File: src/rtl/trig_majority_pkg.sv
// Shared encodings for the masked majority trigger unit.
package trig_majority_pkg;

    typedef enum logic [1:0] {
        PAIR_PASS  = 2'd0,
        PAIR_OR    = 2'd1,
        PAIR_AND   = 2'd2,
        PAIR_PASS2 = 2'd3
    } pair_mode_e;

    typedef enum logic [1:0] {
        MAIN_OR   = 2'd0,
        MAIN_AND  = 2'd1,
        MAIN_MAJ  = 2'd2,
        MAIN_MAJ2 = 2'd3
    } main_mode_e;

endpackage

File: src/rtl/trig_pair_stage.sv
// Masks the channel bits and optionally merges each even/odd pair.
// Assumes N_CH is even. Purely combinational.
module trig_pair_stage
    import trig_majority_pkg::*;
#(
    parameter int N_CH = 64
) (
    input  logic [N_CH-1:0] trig_in,
    input  logic [N_CH-1:0] mask,
    input  pair_mode_e      mode,
    output logic [N_CH-1:0] pair_out
);
    localparam int N_PAIR = N_CH / 2;

    for (genvar k = 0; k < N_PAIR; k++) begin : g_pair
        logic lo_bit;
        logic hi_bit;
        assign lo_bit = trig_in[2*k]   & mask[2*k];
        assign hi_bit = trig_in[2*k+1] & mask[2*k+1];

        // Select merged or pass-through value for both pair positions.
        always_comb begin
            case (mode)
                PAIR_OR:  pair_out[2*k+1 -: 2] = {2{lo_bit | hi_bit}};
                PAIR_AND: pair_out[2*k+1 -: 2] = {2{lo_bit & hi_bit}};
                default:  pair_out[2*k+1 -: 2] = {hi_bit, lo_bit};
            endcase
        end
    end
endmodule

File: src/rtl/trig_reduce_stage.sv
// Two-stage reduction of the pair-stage vector: stage one registers
// per-group bit counts plus the OR and masked AND; stage two sums the
// groups and picks the main-mode decision. Assumes GRP divides N_CH.
module trig_reduce_stage
    import trig_majority_pkg::*;
#(
    parameter int N_CH = 64,
    parameter int GRP  = 8,
    parameter int CNT_W = $clog2(N_CH + 1)
) (
    input  logic             clk,
    input  logic             rst_n,
    input  logic [N_CH-1:0]  pair_vec,
    input  logic [N_CH-1:0]  mask,
    input  main_mode_e       main_mode,
    input  logic [CNT_W-1:0] maj_lvl,
    output logic             hit_q
);
    localparam int NGRP = N_CH / GRP;
    localparam int PS_W = $clog2(GRP + 1);

    logic [PS_W-1:0]  grp_sum [NGRP];
    logic [PS_W-1:0]  grp_sum_q [NGRP];
    logic             any_q;
    logic             all_q;
    logic             all_comb;
    logic [CNT_W-1:0] total;

    for (genvar g = 0; g < NGRP; g++) begin : g_grp
        // Count the set bits of one group.
        always_comb begin
            grp_sum[g] = '0;
            for (int i = 0; i < GRP; i++) begin
                grp_sum[g] = grp_sum[g] + PS_W'(pair_vec[g*GRP + i]);
            end
        end
    end

    // Masked AND: enabled positions must all be set, empty mask gives 0.
    assign all_comb = (|mask) && (&(pair_vec | ~mask));

    // Stage one registers.
    always_ff @(posedge clk) begin
        if (!rst_n) begin
            any_q <= 1'b0;
            all_q <= 1'b0;
            for (int g = 0; g < NGRP; g++) grp_sum_q[g] <= '0;
        end else begin
            any_q <= |pair_vec;
            all_q <= all_comb;
            for (int g = 0; g < NGRP; g++) grp_sum_q[g] <= grp_sum[g];
        end
    end

    // Sum the registered group counts.
    always_comb begin
        total = '0;
        for (int g = 0; g < NGRP; g++) begin
            total = total + CNT_W'(grp_sum_q[g]);
        end
    end

    // Stage two: main-mode decision.
    always_ff @(posedge clk) begin
        if (!rst_n) begin
            hit_q <= 1'b0;
        end else begin
            case (main_mode)
                MAIN_OR:  hit_q <= any_q;
                MAIN_AND: hit_q <= all_q;
                default:  hit_q <= (total >= maj_lvl);
            endcase
        end
    end
endmodule

File: src/rtl/trig_gate_shaper.sv
// Output gate generator. Width 0 copies the decision; otherwise the gate
// opens for width cycles, restarting on each decision when retriggerable,
// or only from the closed state when not.
module trig_gate_shaper #(
    parameter int GATE_W = 16
) (
    input  logic              clk,
    input  logic              rst_n,
    input  logic              hit,
    input  logic [GATE_W-1:0] width,
    input  logic              retrig,
    output logic              gate_q
);
    logic [GATE_W-1:0] remain_q;
    logic              linear;
    logic              start;

    assign linear = (width == '0);
    assign start  = hit && (retrig || !gate_q);

    // Gate state and remaining-cycle counter.
    always_ff @(posedge clk) begin
        if (!rst_n) begin
            gate_q   <= 1'b0;
            remain_q <= '0;
        end else if (linear) begin
            gate_q   <= hit;
            remain_q <= '0;
        end else if (start) begin
            gate_q   <= 1'b1;
            remain_q <= width - GATE_W'(1);
        end else if (remain_q != '0) begin
            gate_q   <= 1'b1;
            remain_q <= remain_q - GATE_W'(1);
        end else begin
            gate_q   <= 1'b0;
        end
    end
endmodule

File: src/rtl/trig_majority_unit.sv
// Board-level trigger combiner: mask, pair merge, OR/AND/majority
// reduction, gate shaping and polarity. Latency of the decision is two
// cycles, plus one cycle for the gate register.
module trig_majority_unit
    import trig_majority_pkg::*;
#(
    parameter int N_CH   = 64,
    parameter int GRP    = 8,
    parameter int GATE_W = 16,
    localparam int CNT_W = $clog2(N_CH + 1)
) (
    input  logic              clk,
    input  logic              rst_n,
    input  logic [N_CH-1:0]   trig_in,
    input  logic [N_CH-1:0]   cfg_mask,
    input  logic [1:0]        cfg_pair,
    input  logic [1:0]        cfg_main,
    input  logic [CNT_W-1:0]  cfg_maj_lvl,
    input  logic [GATE_W-1:0] cfg_gate_w,
    input  logic              cfg_retrig,
    input  logic              cfg_invert,
    output logic              trig_out
);
    logic [N_CH-1:0] pair_vec;
    logic            hit_q;
    logic            gate_q;

    trig_pair_stage #(.N_CH(N_CH)) u_pair (
        .trig_in  (trig_in),
        .mask     (cfg_mask),
        .mode     (pair_mode_e'(cfg_pair)),
        .pair_out (pair_vec)
    );

    trig_reduce_stage #(.N_CH(N_CH), .GRP(GRP), .CNT_W(CNT_W)) u_reduce (
        .clk       (clk),
        .rst_n     (rst_n),
        .pair_vec  (pair_vec),
        .mask      (cfg_mask),
        .main_mode (main_mode_e'(cfg_main)),
        .maj_lvl   (cfg_maj_lvl),
        .hit_q     (hit_q)
    );

    trig_gate_shaper #(.GATE_W(GATE_W)) u_gate (
        .clk    (clk),
        .rst_n  (rst_n),
        .hit    (hit_q),
        .width  (cfg_gate_w),
        .retrig (cfg_retrig),
        .gate_q (gate_q)
    );

    assign trig_out = gate_q ^ cfg_invert;
endmodule

File: config.mk
export PLATFORM = sky130hd
export DESIGN_NAME = trig_majority_unit
export DESIGN_NICKNAME = d
export VERILOG_FILES = /design/src/rtl/trig_majority_pkg.sv /design/src/rtl/trig_pair_stage.sv /design/src/rtl/trig_reduce_stage.sv /design/src/rtl/trig_gate_shaper.sv /design/src/rtl/trig_majority_unit.sv
export SDC_FILE = /design/constraint.sdc
export NUM_CORES = 1
export LEC_CHECK = 0
export BUFFER_PORTS_ARGS = -buffer_cell sky130_fd_sc_hd__buf_2
export CAP_MARGIN = 15
export CORE_UTILIZATION = 40
export CTS_CLUSTER_SIZE = 20
export DETAILED_ROUTE_END_ITERATION = 6
export SYNTH_ARGS = -nofsm -noshare
export SYNTH_HDL_FRONTEND = slang
export SYNTH_SLANG_ARGS = --single-unit
export TNS_END_PERCENT = 10
File: constraint.sdc
create_clock -name clk -period 4.55 [get_ports clk]
set_input_delay 0.455 -clock clk [delete_from_list [all_inputs] [get_ports clk]]
set_output_delay 0.455 -clock clk [all_outputs]
set_load 0.05 [all_outputs]
* After elaboration in Yosys (flattened, before gate mapping)
Memory sizes are Yosys's and may differ from the RTL's. Cells that the tools add are included.
Storage, ports and cells: bits in registers 20, bits in writable memories 32, input port bits 159, output and inout port bits 1, logic and storage cells 275, memories kept 1
Memories:
- u_reduce.grp_sum_q | words 8, width 4, rd ports 8, clocked after Yosys merged registers in 0, wr ports 8, line trig_reduce_stage.sv:23 | logic [PS_W-1:0] grp_sum_q [NGRP];
Cells by class: $add $sub $neg 65, $lt $le $gt $ge 1, equality and inequality tests 3, multiplexer cells 48, bitwise logic cells 140, reduce and logical (&&, ||, !) cells 12
Operators by type and width (number):
- 4-bit by 1-bit adder with 4-bit output | 48
- 2-bit case mux with 2 select lines | 32
- 64-bit OR reduction | 2
- 1-bit AND | 96
- 64-bit NOT | 1
- 64-bit bitwise OR | 1
- 64-bit AND reduction | 1
- 7-bit by 4-bit adder with 7-bit output | 6
- 1-bit bitwise OR | 40
- 16-bit two-way mux | 2
- 4-bit two-way mux | 8
- 16-bit by 1-bit subtractor with 16-bit output (second input constant) | 2
- 1-bit by 1-bit adder with 2-bit output | 8
- 16-bit logical NOT | 1
- 16-bit nonzero test | 1
- 7-bit greater-or-equal comparator | 1
- 4-bit by 4-bit adder with 5-bit output | 1
- 1-bit two-way mux | 5
- 2-bit by 1-bit equality test with 1-bit output (second input constant) | 2
- 2-bit equality test (second input constant) | 1
- 1-bit logical AND | 2
- 2-bit logical NOT | 1
- 1-bit case mux with 2 select lines | 1
- 2-bit nonzero test | 1
- other kinds (5) | 5

* Depth between registers and ports, before layout
Gate-level depths: netlist of the first run.
word-level depth 11, mapped depth 20, mapped depth without buffers 20

* By module
From an unflattened synthesis of the first run, not the netlist that was laid out.
Unflattened totals: cells, all modules 851, area, all modules 6927.9 um^2
Modules (own cells, without submodules):
- trig_reduce_stage | times used 1, cells each 437, area each 4051.4 um^2, seq. area each 700.7 um^2
- trig_pair_stage | times used 1, cells each 288, area each 1730.4 um^2, seq. area each 0.0 um^2
- trig_gate_shaper | times used 1, cells each 125, area each 1137.3 um^2, seq. area each 340.3 um^2
- trig_majority_unit | times used 1, cells each 1, area each 8.8 um^2, seq. area each 0.0 um^2

* Least setup slack after synthesis of the first run
Ideal clock, no wire load.
kind flip-flop to flip-flop, from mem u_reduce.grp_sum_q[0][0] in the netlist's numbering, to reg u_reduce.hit_q, library setup time 0.122 ns, arrival 4.612 ns, slack -0.184 ns, cell stages (with the launch flop) 21, path buffers 0, period minus slack after synthesis 4.734 ns, cell sequence dfxtp_1 > ha_1 > inv_1 > fa_1 > xnor2_1 > fa_1 > inv_1 > fa_1 > fa_1 > fa_1 > inv_1 > ha_1 > a21o_1 > a21oi_1 > o21bai_1 > a21oi_1 > xnor2_1 > ha_1 > nand2b_1 > o221ai_1 > a21oi_1
RTL lines:
- start, declared | line trig_reduce_stage.sv:23
- end signal, assigned | line trig_reduce_stage.sv:69 | MAIN_OR: hit_q <= any_q;
- end signal, assigned | line trig_reduce_stage.sv:70 | MAIN_AND: hit_q <= all_q;
- end signal, assigned | line trig_reduce_stage.sv:71 | default: hit_q <= (total >= maj_lvl);
- end, declared | line trig_reduce_stage.sv:17 | output logic hit_q

==> results of run 1 <==
[cell type report]
| cell class | instances | area share (%) |
|---|---|---|
| Multi-Input combinational cell | 793 | 65.47 |
| Timing Repair Buffer | 191 | 12.01 |
| Tap cell | 229 | 3.323 |
| Clock inverter | 3 | 0.3337 |
| Inverter | 122 | 5.311 |
| Clock buffer | 5 | 1.451 |
| Sequential cell | 52 | 12.10 |
[power groups by stage]
stage | Combinational, mW | Sequential (mW) | Clock [mW]
final | 2.41 | 0.632 | 0.396
after global routing | 2.77 | 0.644 | 0.425
after detailed placement | 2.35 | 0.638 | 0
after floorplan | 1.75 | 0.617 | 0
after global placement | 2.30 | 0.634 | 0
after CTS | 2.42 | 0.628 | 0.404
[cells in the final DEF, fill, tap and decap left out, drive strengths merged, types with 51 or more instances in the layout]
cell type / n
fa: 51
nor2: 79
a31oi: 67
a21oi: 65
o21ai: 104
dfxtp: 52
inv: 125
ha: 57
buf: 191
nand2: 115
[metrics by stage]
step	util (%)	TNS, ns	setup WS, ns
3_5_place_dp	46.89	-0.2523	-0.2523
5_1_grt	48.00	-0.3392	-0.3392
6_report	48.00	-0.1135	-0.1135
4_1_cts	47.83	-0.2165	-0.2165
3_3_place_gp	46.89	-0.08645	-0.08645
2_1_floorplan	-	0	0.04206
[cells in the mapped netlist, drive strengths merged (2+ instances only)]
master	instances	area, µm²
a211oi	2	15.01
a21boi	2	15.01
a21o	6	45.04
a21oi	65	325.3
a22oi	7	52.55
a311oi	2	17.52
a31oi	67	419.2
a32oi	3	26.28
and2	20	125.1
buf	34	206.4
clkbuf	6	22.52
dfxtp	52	1041
fa	51	1021
ha	57	713.2
inv	122	457.9
mux2	4	45.04
mux2i	12	120.1
nand2	115	431.7
nand2b	26	162.7
nand3	5	25.02
nand3b	6	45.04
nand4	19	118.9
nor2	79	296.5
nor2b	8	50.05
nor3	16	80.08
nor4	28	181.4
o2111ai	9	78.83
o211a	2	20.02
o211ai	6	45.04
o21a	6	45.04
o21ai	104	520.5
o21bai	2	15.01
o221ai	5	43.79
o22a	3	26.28
o22ai	6	37.54
o2bb2ai	5	43.79
or2	4	25.03
or3	2	12.51
or4	2	15.01
xnor2	15	131.4
xor2	11	96.34
[state kept, by name (all words and copies together) (netlist names)]
register / flops
u_gate.gate_q: 1
u_reduce.all_q: 1
u_reduce.hit_q: 1
u_reduce.grp_sum_q: 32
u_gate.remain_q: 16
u_reduce.any_q: 1
[cell families after synthesis]
family                   after synthesis  synth area share, %
AO/OA/AOI/OAI                        309                25.38
XOR/XNOR                              26                3.113
adder cells (fa/ha/maj)              108                23.70
buffers and inverters                162                9.389
flip-flops                            52                14.23
multiplexers                          16                2.258
AND/OR/NAND/NOR                      334                21.93
[routing by layer]
layer	wire length (µm)	track usage [%]	share of wire, %	vias up
met4	935	10.32	3.8	6
met1	10560	34.22	42	3692
met5	35	0	0.14	-
met3	2500	5.850	10	72
li1	-	-	-	3852
met2	10870	43.32	44	376
[timing repair]
item                                    CTS  global route
cloned                                    0             0
buffers inserted                          1             0
gates resized for setup                   1             9
pin swaps                                 2             1
endpoints found under the setup margin    1             1
[worst paths after layout]
kind	cells after the start	to	slack, ns	startpoint
hold reg to reg	2	u_gate.remain_q[0]$_SDFFE_PP0P_	0.63	u_gate.remain_q[0]$_SDFFE_PP0P_
hold / removal	3	u_reduce.hit_q$_SDFF_PN0_	0.52	cfg_main[1]
setup / recovery	20	u_reduce.hit_q$_SDFF_PN0_	-0.11	u_reduce.grp_sum_q[0][0]$_SDFF_PN0_
setup reg to reg	20	u_reduce.hit_q$_SDFF_PN0_	-0.11	u_reduce.grp_sum_q[0][0]$_SDFF_PN0_
[worst reg2reg max path, cell delays in order, from the launching register on]
cell      delay, ns
dfxtp_2        0.35
ha_4           0.14
inv_2          0.04
fa_2           0.35
xnor2_2        0.15
fa_1           0.49
inv_2          0.04
fa_1           0.51
fa_1           0.45
fa_1           0.53
inv_1          0.05
ha_1           0.28
a21o_1         0.18
a21oi_2        0.14
o21bai_1       0.07
a21oi_1        0.15
xnor2_1        0.15
ha_2           0.19
nand2b_4       0.12
o221ai_2       0.09
a21oi_1        0.13
==> results by group, run 1 <==
Floorplanning
  • IO Pins: 160
  • # rows: 49
  • Die Y-Extent: 137.2 µm
  • Die Area: 18830 µm²
  • DIE WIDTH: 137.2 µm
  • Core Box Area: 17960 µm²
  • Initial Utilization: 40.73%

Timing
  • Final setup fails: 1
  • Slew Viols, Final: 0
  • WHS: 0.5195 ns
  • Hold Vio Cnt, Final: 0
  • Setup ws final: -0.1135 ns
  • Highest achievable clock rate: 214.4 MHz
  • Fin crit share: 102.5%
  • Worst-margin pin slew: 0.9471 ns
  • Tmin final: 4.664 ns
  • Clock Skew: 0.01152 ns
  • RSZ-0062 raised after global routing: yes
  • Slew headroom: 36.19%

Pwr
  • Net switching power: 1.531 mW
  • Pwr per Cell Area: 398.4 nW/µm²
  • Reg power frac: 18.4%
  • Part of the power in the clock network: 11.5%
  • Combinational power share: 70.1%
  • Worst IR Drop VDD: 0.7935 mV
  • Sw Ratio: 44.56%
  • Internal: 1.905 mW
  • Cell leakage power: 4.175 nW
  • Final Power: 3.436 mW

Cells and area
  • Final Cell Area: 8623 µm²
  • Area Overhead vs Synth: 17.87%
  • FF+latch area: 1044 µm²
  • Area of the multi-input gates: 5645 µm²
  • Layout Cells excl Fill: 1395
  • Layout cells sized above 1: 19.04%
  • # diodes: 0
  • Layout fillers: 1853
  • Nets: 1432

Yosys
  • Cells after Synth: 1007
  • Post-synth EDFFs: 0
  • Synth Net Count: 1274
  • Warnings from Yosys: 0
  • Fraction of registers with async set/reset: 0%
  • Synth unique cells: 58
  • Mapped cell area: 7316 µm²
  • Synth Flop Type: dfxtp_1
  • Syn_area_per_cell: 7.265 µm²
  • Synth Register Bits: 52
  • Register area share after synthesis: 14.23%

Drt
  • DRC viols: 0
  • Via count: 7998
  • Initial detailed-routing violation count: 587
  • WL per Instance: 17.85 µm
  • DR vias/cell: 5.733
  • Post-route ant nets: 0
  • Detailed Routing Iterations Pass 1: 6
  • Final WL: 24.91 mm

Clock tree
  • CTS Buf Count: 5
  • Clk sinks: 52
  • CTS tree: yes
  • Clock Path Buffers: 2
  • Clock Pin Slew Worst Setup and Hold Paths: 0.08 ns
  • CTS Hold Buffers Added: 0
  • Worst-skew pair later-pin latency: 0.30 ns
  • H-Tree Depth: 2
  • Clock Tree Root: clkbuf_16

Worst setup path
  • Crit Path Class: flip-flop to flip-flop
  • Worst EP arrival: 4.90 ns
  • Worst path bufs/invs: 3
  • WP data required: 4.78 ns
  • CP peak stage delay: 0.53 ns
  • Nature of the critical path endpoint: flip-flop
  • Slowest-stage cell, CP: fa_1
  • Crit path cell chain: ha_4 -> inv_2 -> fa_2 -> xnor2_2 -> fa_1 -> inv_2 -> fa_1 -> fa_1 -> fa_1 -> inv_1 -> ha_1 -> a21o_1 -> a21oi_2 -> o21bai_1 -> a21oi_1 -> xnor2_1 -> ha_2 -> nand2b_4 -> o221ai_2 -> a21oi_1
  • Crit path max fanout: 2
  • Most frequent CP cell: fa_1
  • Worst Setup Start Kind: flip-flop
  • CP top delay family: adder cells

Global routing
  • Initial antenna violation count: 3
  • GRT Overall Usage: 26.63%
  • Gr ovfl total: 0
  • Number of global-route vias before repair: 7247
  • First-pass GRT wire length: 37.79 mm
  • Largest net degree at the start of global routing: 49

Placement
  • Port buffer count: 159
  • DP Area: 8423 µm²
  • DPL Wire Length: 21.15 mm
  • Routability cong.: 0.9871
  • DP Cell Count: 1386

Worst hold path
  • Hold Path Class: input port to flip-flop

Outcome
  • Status: finished, violations left
  • Failing checks: negative setup slack

Job
  • Max-cap violations: 0
Power figures use the tool's default switching activity.
==> inputs of run 2 (changes only) <==
--- a/config.mk
+++ b/config.mk
@@ -8,6 +8,7 @@
 export BUFFER_PORTS_ARGS = -buffer_cell sky130_fd_sc_hd__buf_2
 export CAP_MARGIN = 15
 export CORE_UTILIZATION = 40
+export CTS_BUF_LIST = sky130_fd_sc_hd__clkbuf_8
 export CTS_CLUSTER_SIZE = 20
 export DETAILED_ROUTE_END_ITERATION = 6
 export SYNTH_ARGS = -nofsm -noshare
==> results by group, run 2 (synthesized netlist as in run 1, its figures left out) <==
Cells and area
  • Most frequent cells in the layout: 159 x buf_2, 120 x inv_1, 115 x nand2_1, 91 x o21ai_0, 79 x nor2_1
  • Nets: 1432 (unchanged)
  • Layout cells sized above 1: 19.04% (unchanged)
  • Final core area utilization: 47.69% (-0.31 points)
  • Max reg flops: 32 (unchanged)
  • FF+latch area: 1044 µm² (unchanged)
  • Most common cell after layout, fill and taps aside: buf_2
  • # diodes: 0 (unchanged)
  • Top reg by flops: u_reduce.grp_sum_q
  • Area of the multi-input gates: 5645 µm² (unchanged)
  • Layout fillers: 1861 (+0.43%)
  • Layout Cells excl Fill: 1395 (unchanged)
  • Top flop regs: u_reduce.grp_sum_q: 32 flops, u_gate.remain_q: 16 flops
  • Final Cell Area: 8567 µm² (-0.65%)
  • Area Overhead vs Synth: 17.10%

Timing
  • Hold Vio Cnt, Final: 0 (unchanged)
  • Highest achievable clock rate: 213.7 MHz (-0.33%)
  • WHS: 0.4897 ns (-0.02987 ns)
  • Setup tns final: -0.1288 ns (-0.01528 ns)
  • Slew Viols, Final: 0 (unchanged)
  • Setup ws final: -0.1288 ns (-0.01528 ns)
  • Tmin final: 4.679 ns (+0.01528 ns)
  • RSZ-0062 raised after global routing: yes
  • Worst-margin pin slew: 0.9103 ns (-0.03680 ns)
  • Clock Skew: 0.01760 ns (+0.006081 ns)
  • Slew headroom: 38.67% (+2.5 points)
  • Final setup fails: 1 (unchanged)
  • Fin crit share: 102.8% (+0.34 points)

Worst setup path
  • Worst EP arrival: 4.94 ns (+0.04 ns)
  • Crit path max fanout: 2 (unchanged)
  • Crit Path Class: flip-flop to flip-flop
  • Most frequent CP cell: fa_1
  • Nature of the critical path endpoint: flip-flop
  • CP peak stage delay: 0.53 ns (about the same)
  • WP data required: 4.81 ns (+0.03 ns)
  • Worst Setup Start Kind: flip-flop
  • Slowest-stage cell, CP: fa_1
  • Crit path cell chain: ha_4 -> inv_2 -> fa_2 -> xnor2_2 -> fa_1 -> inv_2 -> fa_1 -> fa_1 -> fa_1 -> inv_1 -> ha_1 -> a21o_1 -> a21oi_2 -> o21bai_1 -> a21oi_1 -> xnor2_1 -> ha_2 -> nand2b_4 -> o221ai_2 -> a21oi_1

Pwr
  • Cell leakage power: 4.149 nW (-0.61%)
  • Worst IR Drop VDD: 0.7872 mV (-0.80%)
  • Final Power: 3.327 mW (-3.2%)
  • Pwr per Cell Area: 388.3 nW/µm² (-2.5%)

Placement
  • Port buffer count: 159 (unchanged)
  • Dpl ws: -0.2523 ns (unchanged)
  • Routability cong.: 0.9871 (unchanged)
  • DPL Wire Length: 21.15 mm (unchanged)
  • DP Cell Count: 1386 (unchanged)
  • DP Area: 8423 µm² (unchanged)

Clock tree
  • Clock Tree Root: clkbuf_8
  • Clock Pin Slew Worst Setup and Hold Paths: 0.11 ns (+0.03 ns)
  • Clk sinks: 52 (unchanged)
  • CTS tree: yes
  • CTS Buf Count: 5 (unchanged)
  • H-Tree Depth: 2 (unchanged)
  • Worst-skew pair later-pin latency: 0.32 ns (+0.02 ns)
  • Clock Path Buffers: 2 (unchanged)

Floorplanning
  • # rows: 49 (unchanged)
  • DIE WIDTH: 137.2 µm (unchanged)
  • Die Area: 18830 µm² (unchanged)
  • Initial Utilization: 40.73% (unchanged)
  • Core Box Area: 17960 µm² (unchanged)
  • Die Y-Extent: 137.2 µm (unchanged)
  • IO Pins: 160 (unchanged)

Global routing
  • GRT Overall Usage: 26.63% (about the same)
  • Largest net degree at the start of global routing: 49 (unchanged)
  • Gr ovfl total: 0 (unchanged)
  • Number of global-route vias before repair: 7235 (-0.17%)
  • Initial antenna violation count: 3 (unchanged)
  • First-pass GRT wire length: 37.78 mm (about the same)

Job
  • Max-cap violations: 0 (unchanged)

Outcome
  • Failing checks: negative setup slack
  • Status: finished, violations left

Drt
  • Post-route ant nets: 0 (unchanged)
  • Final WL: 24.96 mm (+0.23%)
  • WL per Instance: 17.89 µm (+0.23%)
  • Detailed Routing Iterations Pass 1: 6 (unchanged)
  • Initial detailed-routing violation count: 602 (+2.6%)
  • Via count: 7992 (-0.075%)
  • DRC viols: 0 (unchanged)
  • DR vias/cell: 5.729 (about the same)

Worst hold path
  • Hold Path Class: input port to flip-flop
==> run 2: worst paths after layout <==
| path | from | endpoint | slack (ns) | depth (start not counted) |
|---|---|---|---|---|
| setup / recovery | u_reduce.grp_sum_q[0][0]$_SDFF_PN0_ | u_reduce.hit_q$_SDFF_PN0_ | -0.13 | 20 |
| hold / removal | cfg_gate_w[8] | u_gate.gate_q$_SDFF_PN0_ | 0.49 | 4 |
| setup reg to reg | u_reduce.grp_sum_q[0][0]$_SDFF_PN0_ | u_reduce.hit_q$_SDFF_PN0_ | -0.13 | 20 |
| hold reg to reg | u_gate.remain_q[15]$_SDFFE_PP0P_ | u_gate.remain_q[15]$_SDFFE_PP0P_ | 0.64 | 3 |
==> run 2: layer usage <==
layer	vias to the layer above	global-route usage [%]	routed length, µm
li1	3858	-	-
met1	3694	34.15	10700
met2	364	43.32	10910
met3	70	5.850	2408
met4	6	10.50	908
met5	-	0	35
==> run 2: report_power, final <==
group | total [mW] | internal (mW) | switching [mW]
Clock | 0.287 | 0.116 | 0.171
Sequential | 0.631 | 0.568 | 0.0636
Combinational | 2.41 | 1.12 | 1.28
Total | 3.33 | 1.81 | 1.52
==> run 2: cell type report <==
cell class,instances,share of cell area (%)
timing repair buffer,191,12.09
clock inverter,3,0.3359
tap,229,3.345
sequential,52,12.18
clock buffer,5,0.8033
inverter,122,5.345
multi-input combinational,793,65.90
==> run 2: what timing repair did <==
action / in CTS / in global routing
setup buffers: 1 / 0
hold buffers: 0 / 0
pin swaps: 2 / 1
setup endpoints to repair: 1 / 1
resized for setup: 3 / 7
==> run 2: worst max-delay path: cells and delay by family (launching register included) <==
kind	cells	cell delay (ns)
buffers and inverters	3	0.13
xor gates and xnor gates	2	0.30
AOI/OAI and AO/OA	6	0.76
and+or+nand+nor	1	0.12
adders and majority gates	8	2.95
DFF	1	0.36
==> inputs of run 3 (changes only) <==
--- a/config.mk
+++ b/config.mk
@@ -5,12 +5,13 @@
 export SDC_FILE = /design/constraint.sdc
 export NUM_CORES = 1
 export LEC_CHECK = 0
+export ABC_AREA = 1
 export BUFFER_PORTS_ARGS = -buffer_cell sky130_fd_sc_hd__buf_2
 export CAP_MARGIN = 15
 export CORE_UTILIZATION = 40
-export CTS_BUF_LIST = sky130_fd_sc_hd__clkbuf_8
 export CTS_CLUSTER_SIZE = 20
 export DETAILED_ROUTE_END_ITERATION = 6
+export GPL_TIMING_DRIVEN = 1
 export SYNTH_ARGS = -nofsm -noshare
 export SYNTH_HDL_FRONTEND = slang
 export SYNTH_SLANG_ARGS = --single-unit
==> results by group, run 3 <==
Floorplanning
  • # rows: 48 (-2.0%)
  • Core Box Area: 17480 µm² (-2.7%)
  • Die Area: 18620 µm² (-1.2%)
  • Die Y-Extent: 136.4 µm (-0.58%)
  • DIE WIDTH: 136.4 µm (-0.58%)
  • Initial Utilization: 41.37% (+0.64 points)
  • IO Pins: 160 (unchanged)

Yosys
  • Syn_area_per_cell: 6.200 µm² (-15%)
  • Synth top area share: 21.70% (+7.5 points)
  • Register area share after synthesis: 14.40% (+0.17 points)
  • Synth Net Count: 1433 (+12%)
  • Synth Flop Type: dfxtp_1
  • Mapped cell area: 7229 µm² (-1.2%)
  • Warnings from Yosys: 0 (unchanged)
  • Synth Register Bits: 52 (unchanged)
  • Post-synth top cells: 418 x nand2_1, 171 x inv_1, 129 x nand3_1, 102 x nor2_1, 57 x ha_1
  • Post-synth EDFFs: 0 (unchanged)
  • Largest cells by area after synthesis: nand2_1 22%, dfxtp_1 14%, fa_1 14%
  • Top-count cell post-synth: nand2_1
  • Cells after Synth: 1166 (+16%)
  • Synth area leader: nand2_1
  • Fraction of registers with async set/reset: 0% (unchanged)
  • Synth unique cells: 40 (-31%)

Timing
  • Worst-margin pin slew: 0.7285 ns (-0.1818 ns)
  • Tmin final: 4.553 ns (-0.1254 ns)
  • Slew Viols, Final: 0 (unchanged)
  • Setup tns final: -0.003373 ns (+0.1254 ns)
  • RSZ-0062 raised after global routing: yes
  • Clock Skew: 0.006147 ns (-0.01145 ns)
  • Slew headroom: 51.30% (+13 points)
  • Final setup fails: 1 (unchanged)
  • Fin crit share: 100.1% (-2.8 points)
  • Hold Vio Cnt, Final: 0 (unchanged)
  • Highest achievable clock rate: 219.6 MHz (+2.8%)
  • Setup ws final: -0.003373 ns (+0.1254 ns)

Drt
  • Post-route ant nets: 0 (unchanged)
  • Initial detailed-routing violation count: 407 (-32%)
  • Detailed Routing Iterations Pass 1: 5 (-1)
  • DRC viols: 0 (unchanged)
  • WL per Instance: 13.66 µm (-24%)
  • Via count: 7556 (-5.5%)
  • DR vias/cell: 4.903 (-14%)
  • Final WL: 21.04 mm (-16%)

Cells and area
  • Top reg by flops: u_reduce.grp_sum_q
  • Top flop regs: u_reduce.grp_sum_q: 32 flops, u_gate.remain_q: 16 flops
  • Final core area utilization: 48.36% (+0.67 points)
  • Final Cell Area: 8452 µm² (-1.3%)
  • Most common cell after layout, fill and taps aside: nand2_1
  • Layout cells sized above 1: 16.79% (-2.2 points)
  • Max reg flops: 32 (unchanged)
  • Nets: 1582 (+10%)
  • Most frequent cells in the layout: 418 x nand2_1, 171 x inv_1, 159 x buf_2, 129 x nand3_1, 102 x nor2_1
  • Area Overhead vs Synth: 16.91%
  • # diodes: 0 (unchanged)

Global routing
  • Initial antenna violation count: 0 (-3)
  • GRT Overall Usage: 23.45% (-3.2 points)
  • First-pass GRT wire length: 34.15 mm (-9.6%)
  • Number of global-route vias before repair: 7022 (-2.9%)
  • Largest net degree at the start of global routing: 39 (-20%)
  • Gr ovfl total: 0 (unchanged)

Clock tree
  • Clk sinks: 52 (unchanged)
  • CTS Buf Count: 5 (unchanged)
  • Worst-skew pair later-pin latency: 0.29 ns (-0.03 ns)
  • Clock Path Buffers: 2 (unchanged)
  • Clock Pin Slew Worst Setup and Hold Paths: 0.07 ns (-0.04 ns)
  • Clock Tree Root: clkbuf_16
  • CTS tree: yes
  • CTS Hold Buffers Added: 0 (unchanged)
  • H-Tree Depth: 2 (unchanged)

Outcome
  • Failing checks: negative setup slack
  • Status: finished, violations left

Worst setup path
  • WP data required: 4.73 ns (-0.08 ns)
  • Crit path max fanout: 2 (unchanged)
  • Nature of the critical path endpoint: flip-flop
  • Crit Path Class: flip-flop to flip-flop
  • Worst EP arrival: 4.73 ns (-0.21 ns)
  • Worst Setup Start Kind: flip-flop
  • Flop2flop setup slack: -0.003 ns (+0.13 ns)

Placement
  • DP Area: 8282 µm² (-1.7%)
  • Dpl ws: -0.1186 ns (+0.1337 ns)
  • Routability cong.: 0.9336 (-5.4%)
  • Port buffer count: 159 (unchanged)
  • DPL Wire Length: 17.96 mm (-15%)

Worst hold path
  • Hold Path Class: input port to flip-flop

Pwr
  • Cell leakage power: 4.912 nW (+18%)
  • Pwr per Cell Area: 534.5 nW/µm² (+38%)
  • Worst IR Drop VDD: 0.8514 mV (+8.2%)
  • Final Power: 4.518 mW (+36%)

Job
  • Max-cap violations: 0 (unchanged)
-- run 3: layer usage --
layer,track usage [%],up-vias,wire [µm]
met5,0,-,0
met4,5.247,0,344
met3,1.752,24,1133
met2,40.30,232,9639
met1,31.83,3363,9926
li1,-,3937,-
-- run 3: worst paths after layout --
path,from,depth (start not counted),endpoint
setup / recovery,u_reduce.grp_sum_q[0][0]$_SDFF_PN0_,20,u_reduce.hit_q$_SDFF_PN0_
hold / removal,cfg_main[1],3,u_reduce.hit_q$_SDFF_PN0_
setup reg to reg,u_reduce.grp_sum_q[0][0]$_SDFF_PN0_,20,u_reduce.hit_q$_SDFF_PN0_
hold reg to reg,u_reduce.hit_q$_SDFF_PN0_,2,u_gate.gate_q$_SDFF_PN0_
-- run 3: cell families after synthesis --
kind of cell | count (synthesis) | share of synthesized area (%)
multiplexers | 2 | 0.2942
XOR/XNOR | 17 | 2.060
AND/OR/NAND/NOR | 689 | 39.96
adder cells (fa/ha/maj) | 108 | 23.99
buffers and inverters | 205 | 11.66
flip-flops | 52 | 14.40
AO/OA/AOI/OAI | 93 | 7.633
-- run 3: timing repair --
item                       4_1_cts  5_1_grt
pin swaps                        4        0
setup endpoints to repair        1        1
gates cloned                     0        0
resized for setup                5        0
setup buffers                    0        0
-- run 3: worst max-delay path: stages (launching register included) --
cell	delay, ns
dfxtp_1	0.32
ha_1	0.16
inv_1	0.06
fa_2	0.35
xnor2_1	0.14
fa_1	0.48
inv_1	0.05
fa_1	0.50
fa_1	0.43
fa_1	0.51
inv_1	0.05
ha_1	0.28
nand3_1	0.08
nand3_1	0.09
nand2_1	0.07
nand2_1	0.06
a21oi_2	0.12
xnor2_1	0.13
ha_1	0.27
a211oi_2	0.22
a21oi_1	0.09
-- run 3: power by group --
group          switching [mW]  internal, mW
logic                    1.97          1.51
registers              0.0570         0.599
clock network           0.160         0.220
total                    2.19          2.33
-- run 3: stage by stage --
step,instances,hold WS (ns)
after global placement,1533,0.5037
after global routing,1541,0.5224
after CTS,1541,0.4770
after detailed placement,1533,0.5116
after floorplan,1166,0.4716
final,1541,0.4835
-- run 3: final cells by class --
class,instances,area (µm²)
inverter,175,656.9
clock buffer,8,146.4
multi-input combinational,909,5383
tap,225,281.5
fill,1839,9025
sequential,52,1041
timing repair buffer,172,943.4
